## src/rtl/dsb_pkg.sv

```systemverilog
package dsb_pkg;

  // How the fetch register moves at the next edge
  typedef enum logic [1:0] {
    SEQ_STEP     = 2'd0,
    SEQ_REDIRECT = 2'd1,
    SEQ_SKIP     = 2'd2,
    SEQ_HOLD     = 2'd3
  } seq_op_e;

  // Branch form presented by decode
  typedef enum logic {
    BR_PLAIN  = 1'b0,
    BR_LIKELY = 1'b1
  } br_form_e;

endpackage

```

## src/rtl/dsb_cond_cmp.sv

```systemverilog
module dsb_cond_cmp #(
  parameter int DATA_W  = 32,
  parameter int CHUNK_W = 8
) (
  input  logic [DATA_W-1:0] a_i,
  input  logic [DATA_W-1:0] b_i,
  input  logic              sense_ne_i,
  output logic              taken_o
);
  localparam int NCHUNK = DATA_W / CHUNK_W;

  logic [NCHUNK-1:0] chunk_eq;

  // Per-slice equality, then a reduction tree across slices
  for (genvar g = 0; g < NCHUNK; g++) begin : g_slice
    assign chunk_eq[g] = (a_i[g*CHUNK_W +: CHUNK_W] == b_i[g*CHUNK_W +: CHUNK_W]);
  end

  logic all_eq;
  assign all_eq  = &chunk_eq;
  assign taken_o = all_eq ^ sense_ne_i;

endmodule

```

## src/rtl/dsb_target_gen.sv

```systemverilog
module dsb_target_gen #(
  parameter int ADDR_W     = 32,
  parameter int OFF_W      = 16,
  parameter int WORD_SHIFT = 2
) (
  input  logic [ADDR_W-1:0] br_pc_i,
  input  logic [OFF_W-1:0]  offset_i,
  output logic [ADDR_W-1:0] target_o,
  output logic [ADDR_W-1:0] skip_o
);
  localparam int EXT_W      = ADDR_W - OFF_W - WORD_SHIFT;
  localparam int INSN_BYTES = 1 << WORD_SHIFT;

  logic [ADDR_W-1:0] slot_pc;
  logic [ADDR_W-1:0] byte_off;

  assign slot_pc  = br_pc_i + ADDR_W'(INSN_BYTES);
  assign byte_off = {{EXT_W{offset_i[OFF_W-1]}}, offset_i, {WORD_SHIFT{1'b0}}};
  assign target_o = slot_pc + byte_off;
  assign skip_o   = slot_pc + ADDR_W'(INSN_BYTES);

endmodule

```

## src/rtl/dsb_pc_seq.sv

```systemverilog
module dsb_pc_seq
  import dsb_pkg::*;
#(
  parameter int              ADDR_W     = 32,
  parameter int              WORD_SHIFT = 2,
  parameter logic [ADDR_W-1:0] RESET_PC = 32'h0000_1000
) (
  input  logic              clk,
  input  logic              rst,
  input  logic              stall_i,
  input  logic              br_valid_i,
  input  br_form_e          form_i,
  input  logic              taken_i,
  input  logic [ADDR_W-1:0] target_i,
  input  logic [ADDR_W-1:0] skip_i,
  output logic [ADDR_W-1:0] fetch_pc_o,
  output logic              slot_kill_o,
  output logic              nest_err_o
);
  localparam int INSN_BYTES = 1 << WORD_SHIFT;

  seq_op_e     op;
  logic        in_slot_q;
  logic [ADDR_W-1:0] pc_d;

  always_comb begin
    if (stall_i)          op = SEQ_HOLD;
    else if (!br_valid_i) op = SEQ_STEP;
    else if (taken_i)     op = SEQ_REDIRECT;
    else                  op = SEQ_SKIP;
  end

  always_comb begin
    case (op)
      SEQ_REDIRECT: pc_d = target_i;
      SEQ_SKIP:     pc_d = skip_i;
      SEQ_HOLD:     pc_d = fetch_pc_o;
      default:      pc_d = fetch_pc_o + ADDR_W'(INSN_BYTES);
    endcase
  end

  always_ff @(posedge clk) begin
    if (rst) begin
      fetch_pc_o  <= RESET_PC;
      slot_kill_o <= 1'b0;
      nest_err_o  <= 1'b0;
      in_slot_q   <= 1'b0;
    end else if (op != SEQ_HOLD) begin
      fetch_pc_o  <= pc_d;
      slot_kill_o <= (op == SEQ_SKIP) && (form_i == BR_LIKELY);
      nest_err_o  <= br_valid_i && in_slot_q;
      in_slot_q   <= br_valid_i;
    end
  end

endmodule

```

## src/rtl/dslot_branch_unit.sv

```systemverilog
module dslot_branch_unit
  import dsb_pkg::*;
#(
  parameter int                ADDR_W     = 32,
  parameter int                DATA_W     = 32,
  parameter int                OFF_W      = 16,
  parameter int                WORD_SHIFT = 2,
  parameter int                CHUNK_W    = 8,
  parameter logic [ADDR_W-1:0] RESET_PC   = 32'h0000_1000
) (
  input  logic              clk,
  input  logic              rst,
  input  logic              stall_i,
  input  logic              br_valid_i,
  input  logic              br_likely_i,
  input  logic              br_sense_ne_i,
  input  logic [DATA_W-1:0] opa_i,
  input  logic [DATA_W-1:0] opb_i,
  input  logic [OFF_W-1:0]  offset_i,
  input  logic [ADDR_W-1:0] br_pc_i,
  output logic [ADDR_W-1:0] fetch_pc_o,
  output logic              slot_kill_o,
  output logic              nest_err_o
);
  logic              taken;
  logic [ADDR_W-1:0] target_pc;
  logic [ADDR_W-1:0] skip_pc;
  br_form_e          form;

  assign form = br_likely_i ? BR_LIKELY : BR_PLAIN;

  dsb_cond_cmp #(.DATA_W(DATA_W), .CHUNK_W(CHUNK_W)) u_cmp (
    .a_i        (opa_i),
    .b_i        (opb_i),
    .sense_ne_i (br_sense_ne_i),
    .taken_o    (taken)
  );

  dsb_target_gen #(.ADDR_W(ADDR_W), .OFF_W(OFF_W), .WORD_SHIFT(WORD_SHIFT)) u_tgt (
    .br_pc_i  (br_pc_i),
    .offset_i (offset_i),
    .target_o (target_pc),
    .skip_o   (skip_pc)
  );

  dsb_pc_seq #(.ADDR_W(ADDR_W), .WORD_SHIFT(WORD_SHIFT), .RESET_PC(RESET_PC)) u_seq (
    .clk         (clk),
    .rst         (rst),
    .stall_i     (stall_i),
    .br_valid_i  (br_valid_i),
    .form_i      (form),
    .taken_i     (taken),
    .target_i    (target_pc),
    .skip_i      (skip_pc),
    .fetch_pc_o  (fetch_pc_o),
    .slot_kill_o (slot_kill_o),
    .nest_err_o  (nest_err_o)
  );

endmodule

```

## config.mk

```make
export PLATFORM = sky130hd
export DESIGN_NAME = dslot_branch_unit
export DESIGN_NICKNAME = d
export VERILOG_FILES = /design/src/rtl/dsb_pkg.sv /design/src/rtl/dsb_cond_cmp.sv /design/src/rtl/dsb_target_gen.sv /design/src/rtl/dsb_pc_seq.sv /design/src/rtl/dslot_branch_unit.sv
export SDC_FILE = /design/constraint.sdc
export NUM_CORES = 1
export LEC_CHECK = 0
export BUFFER_PORTS_ARGS = -buffer_cell sky130_fd_sc_hd__buf_4
export CAP_MARGIN = 20
export CORE_MARGIN = 1
export CORE_UTILIZATION = 49
export CTS_CLUSTER_DIAMETER = 50
export DETAILED_ROUTE_END_ITERATION = 8
export PLACE_DENSITY = 0.77
export SETUP_SLACK_MARGIN = 0.4
export SYNTH_ARGS = -nofsm -noshare
export SYNTH_HDL_FRONTEND = slang
export SYNTH_SLANG_ARGS = --single-unit
```

## constraint.sdc

```tcl
create_clock -name clk -period 5.4 [get_ports clk]
set_input_delay 1.08 -clock clk [delete_from_list [all_inputs] [get_ports clk]]
set_output_delay 1.08 -clock clk [all_outputs]
set_load 0.01 [all_outputs]
```

Word-level counts from Yosys, hierarchy flattened
Cells that the tools add are included.

storage, ports and cells
  bits in latches = 0
  memories kept = 0
  memory bits (read-only) = 0
  bits of input ports = 118
  logic and storage cells = 27
  flip-flop bits (word level) = 35
  memory bits (writable) = 0
  output and inout bits = 34

cells by class
  reduce and logical (&&, ||, !) cells = 4
  $mul = 0
  mux-type cells = 5
  equality and inequality tests = 8
  divide/modulo/power cells = 0
  $lt $le $gt $ge = 0
  add/subtract/negate cells = 4
  bitwise operators = 2
  shift-type cells = 0

operators with widths
  operator               number
  $add 32x3->32 const B  3
  $pmux 32 s3            1
  $add 32x32->32         1
  $eq 8x8->1             4
  $mux 2                 3
  $eq 2x2->1 const B     2
  $reduce_and 4->1       1
  $eq 2x1->1 const B     1
  $logic_and 1x1->1      2
  $ne 2x2->1 const B     1
  $reduce_and 2->1       1
  $mux 1                 1
  $not 1->1              1
  $xor 1x1->1            1

Longest topological paths before layout
  depth after elaboration = 9
  gate-level depth with buffers = 19
  mapped depth without buffers = 16

Modules after synthesis
Synthesis repeated with hierarchy kept, for this count alone.

second synthesis, totals
  cells, all modules = 847
  area, all modules = 6,050.8 sq um

modules (own cells, without submodules)
  module          area an instance (sq um)  cells an instance  times used
  dsb_target_gen  3,210.6                   470                1
  dsb_pc_seq      2,484.9                   333                1
  dsb_cond_cmp    355.3                     44                 1

Worst setup path after synthesis
No wires, ideal clock.

  path type = input port to flip-flop
  start = in opb_i[21]
  end = reg u_seq.fetch_pc_o[28]
  slack = 141 ps
  path buffers = 3
  arrival time = 5,134 ps
  stages = 18
  path through = xor2_1 nor4_1 nand4_1 o31ai_2 buf_2 buf_2 buf_2 nor2_1 a21oi_1 ha_1 o21ai_0 or4_4 nor4b_4 a32oi_2 nor2_2 mux2_1 o22ai_1 a211oi_2

on the way
  longest elaborated chain between the ends = 9
  elaborated cells between the ends (all ways) = 13

ends and longest elaborated chain
  item                                                 line                     text
  start: declaration                                   dslot_branch_unit.sv:18  input logic [DATA_W-1:0] opb_i,
  $eq 8x8->1 *                                         dsb_cond_cmp.sv:16       assign chunk_eq[g] = (a_i[g*CHUNK_W +: CHUNK_W] == b_i[g*CHUNK_W +: CHUNK_W]);
  $reduce_and 4->1 *                                   dsb_cond_cmp.sv:20       assign all_eq = &chunk_eq;
  $xor 1x1->1 *                                        dsb_cond_cmp.sv:21       assign taken_o = all_eq ^ sense_ne_i;
  $mux 2 *                                             dsb_pc_seq.sv:29         else if (taken_i) op = SEQ_REDIRECT;
  $mux 2 *                                             dsb_pc_seq.sv:28         else if (!br_valid_i) op = SEQ_STEP;
  $mux 2 *                                             dsb_pc_seq.sv:27         if (stall_i) op = SEQ_HOLD;
  branches (longest 3 deep; another with $pmux 32 s3)  -
  end signal: assignment                               dsb_pc_seq.sv:49         fetch_pc_o <= pc_d;
  end: declaration                                     dsb_pc_seq.sv:16         output logic [ADDR_W-1:0] fetch_pc_o,

Mark *: on every way between the ends.
A chain may end at the register's enable or synchronous reset.

Worst setup path after layout
  start = in br_pc_i[2]
  end = reg u_seq.fetch_pc_o[30]

on the way
  longest elaborated chain between the ends = 3
  elaborated cells between the ends (all ways) = 4

ends and longest elaborated chain
  item                                                    line                                        text
  start: declaration                                      dslot_branch_unit.sv:20                     input logic [ADDR_W-1:0] br_pc_i,
  $add 32x3->32 *                                         dsb_target_gen.sv:17                        assign slot_pc = br_pc_i + ADDR_W'(INSN_BYTES);
  $add 32x3->32 / $add 32x32->32 (equally long branches)  dsb_target_gen.sv:20, dsb_target_gen.sv:19
  $pmux 32 s3 *                                           dsb_pc_seq.sv:34                            case (op)

Mark *: on every way between the ends. The rest lies on a longest branch, timed or not.

==> out/results.txt <==
Status: completed
Max_slew headroom: 28.5%
Setup violations, final: 0
Max Fclk: 211 MHz
Number of global-route vias before repair: 5849
TritonCTS Buffers: 5
N_diodes: 0
Layout cell share with drive strength beyond 1: 24.2%
Global route overflow: 0
Avg WL per Cell: 18.2 microns
Setup CP Type: input port to register
Area grow syn2layout: 26.8%
Synthesized instance count: 748
Final core occ: 64.0%
Final Hold Slack: 0.463 ns
Root Driver: clkbuf_8
Seq pwr share: 29.3%
Antenna violations before repair: 0
Core Area: 10800 sq um
Critical Path AT: 4.93 ns
Worst-skew pair later-pin latency: 0.29 ns
Post-synthesis net count: 898
CP endpoint kind: register
H-Tree Depth: 2
Netlist Area Pre-Place: 5470 sq um
PwrDens: 148 nW/um^2
Yosys reg bits: 35
Die Width: 108 microns
First-pass GRT wire length: 28800 microns
Total Routed Length: 18700 microns
Top_reg_cell synth: dfxtp_1
Crit Path Max Fanout: 13
Row count: 38
Starting Density: 50.5%
CTS tree: done
Post-DRT Antenna Nets: 0
DRC viols: 0
Mean area per synthesized cell: 7.31 sq um
DR iter-0 viols: 437
Total Neg Setup Slack: 0 ns
Die Y: 108 microns
CTS clk-pin slew, worst paths: 0.08 ns
Max clock buf depth: 2
Synth warn: 0
P_sw: 408 uW
Final Max Tran Viols: 0
Required time worst endpoint: 5.59 ns
Most common cell in the netlist: nor2_1
Internal power: 619 uW
Leak pwr: 2.91 nW
Via density: 6.21
Post-Route Skew: 0.00978 ns
Unrepaired setup endpoints after global routing: no
Pin count of the biggest net entering global routing: 38
Asr flop ratio synth: 0%
Worst setup SP type: input port
Final Cycle Share: 87.8%
Largest cells by area after synthesis: dfxtp_1, xor2_1, xnor2_1
# nets final: 1037
I/O pin cnt: 152
Peak supply drop: 117 uV
Comb power frac: 51.4%
Dominant cell type by area after synthesis: dfxtp_1
Hpwl dp: 14800 microns
Hold_buf cts: 0
Sequential area share after synthesis: 12.8%
Final hold vios: 0
Yosys cell types: 80
Post-synth EDFFs: 0
Cell Count, Final, Fillers Out: 1027
Via count: 6377
Sw Share: 39.7%
Final Wtd Congestion: 0.927
DP Cell Count: 1017
IO buf count: 151
Synth top area share: 12.8%
Max Cap Violations: 0
Clk pwr share: 19.2%
Die ar.: 11600 sq um
CTS Sinks: 35
Global Route Usage Sum: 31.2%
Tmin final: 4.74 ns
Worst-Margin Slew: 1.07 ns
Top cells by count, synth: nor2_1, nand2_1, xor2_1
DR pass1 iterations: 5
Min-Delay Path Class: register to register
-- critical path: stages --
cell and delay, ns:
buf_4 0.19, ha_1 0.19, buf_4 0.18, xor2_1 0.29
ha_1 0.34, nor2b_1 0.17, o21a_1 0.18, o21ai_0 0.34
a21oi_1 0.25, o2111ai_1 0.36, a21oi_1 0.16, o41ai_1 0.54
o21ai_0 0.23, xnor2_1 0.16, a221oi_1 0.27
-- power groups by stage --
stage	Sequential, mW	Combinational, mW	Clock [mW]
3_3_place_gp	0.304	0.488	0
2_1_floorplan	0.307	0.306	0
5_1_grt	0.303	0.571	0.203
3_5_place_dp	0.306	0.504	0
4_1_cts	0.300	0.506	0.198
6_report	0.301	0.528	0.198
-- flip-flops by register name (all words and copies together) (netlist names) --
| signal | count |
|---|---|
| u_seq.fetch_pc_o | 32 |
| u_seq.slot_kill_o | 1 |
| u_seq.in_slot_q | 1 |
| u_seq.nest_err_o | 1 |
-- cells by family (layout without fill, tap and decap cells) --
family	Yosys count	count (layout)	synth area share [%]
AOI/OAI and AO/OA	194	194	24.7
xor gates and xnor gates	115	115	18.4
adders and majority gates	32	32	7.46
buffers and inverters	57	196	4.55
DFF	35	35	12.8
muxes	23	23	4.32
and+or+nand+nor	292	292	27.7
-- stage by stage --
stage | cell area, sq um | setup slack, ns | total power, mW
CTS | 6820 | 0.419 | 1.00
finish | 6940 | 0.661 | 1.03
detailed placement | 6730 | 0.0453 | 0.809
global route | 6940 | 0.433 | 1.08
floorplan | 5500 | 0.421 | 0.613
global placement | 6730 | 0.105 | 0.793
-- area by class of cell --
| type | instances | area (sq um) |
|---|---|---|
| clock inverters | 1 | 5.00 |
| repair buffers | 167 | 1250 |
| well taps | 140 | 175 |
| fillers | 1007 | 3900 |
| flip-flops and latches | 35 | 701 |
| clock buffers | 6 | 82.6 |
| multi-input cells | 656 | 4640 |
| inverters | 22 | 82.6 |
-- final timing paths --
kind,from,end,slack (ns),depth (start not counted)
setup / recovery,br_pc_i[2],u_seq.fetch_pc_o[30],0.66,15
hold / removal,u_seq.fetch_pc_o[1],u_seq.fetch_pc_o[1],0.46,2
setup reg to reg,u_seq.fetch_pc_o[6],u_seq.fetch_pc_o[28],2.45,10
hold reg to reg,u_seq.fetch_pc_o[1],u_seq.fetch_pc_o[1],0.46,2
-- repair_timing --
item	in CTS	in global routing
setup endpoints to repair	1	10
cloned	0	0
gates resized for setup	1	16
buffers inserted	0	3
endpoints found under the hold margin	0	0
pin swaps	0	3
-- cell usage in the layout (no fill, tap or decap), types with 4 or more instances in the layout --
cell type and count:
nand4_1 23, o21bai_1 4, xnor2_1 50, inv_1 22
and3_1 8, o211ai_1 7, dfxtp_1 35, a211oi_1 15
xnor2_2 4, nand3b_1 4, a221oi_1 8, a21o_1 15
nor2b_1 13, a21oi_1 50, buf_4 167, mux2i_1 18
nand3_1 29, o21a_1 5, or3_1 4, ha_1 30
nand2_1 65, and2_1 5, nand2b_1 6, mux2_2 4
nor4_1 12, a22oi_1 4, and4_1 4, nor2_1 74
nor3_1 15, a31oi_1 8, xor2_1 61, nor3b_1 4
o21ai_0 28, o22ai_1 5, clkbuf_8 6
-- layer usage --
layer	vias to the layer above	GRT usage, %	wire length (microns)
li1	3039	-	-
met1	2961	39.6	7750
met2	344	54.4	8810
met3	33	4.60	1810
met4	0	8.90	374
met5	-	0	0
No activity file was read; power rests on OpenSTA's default activity.
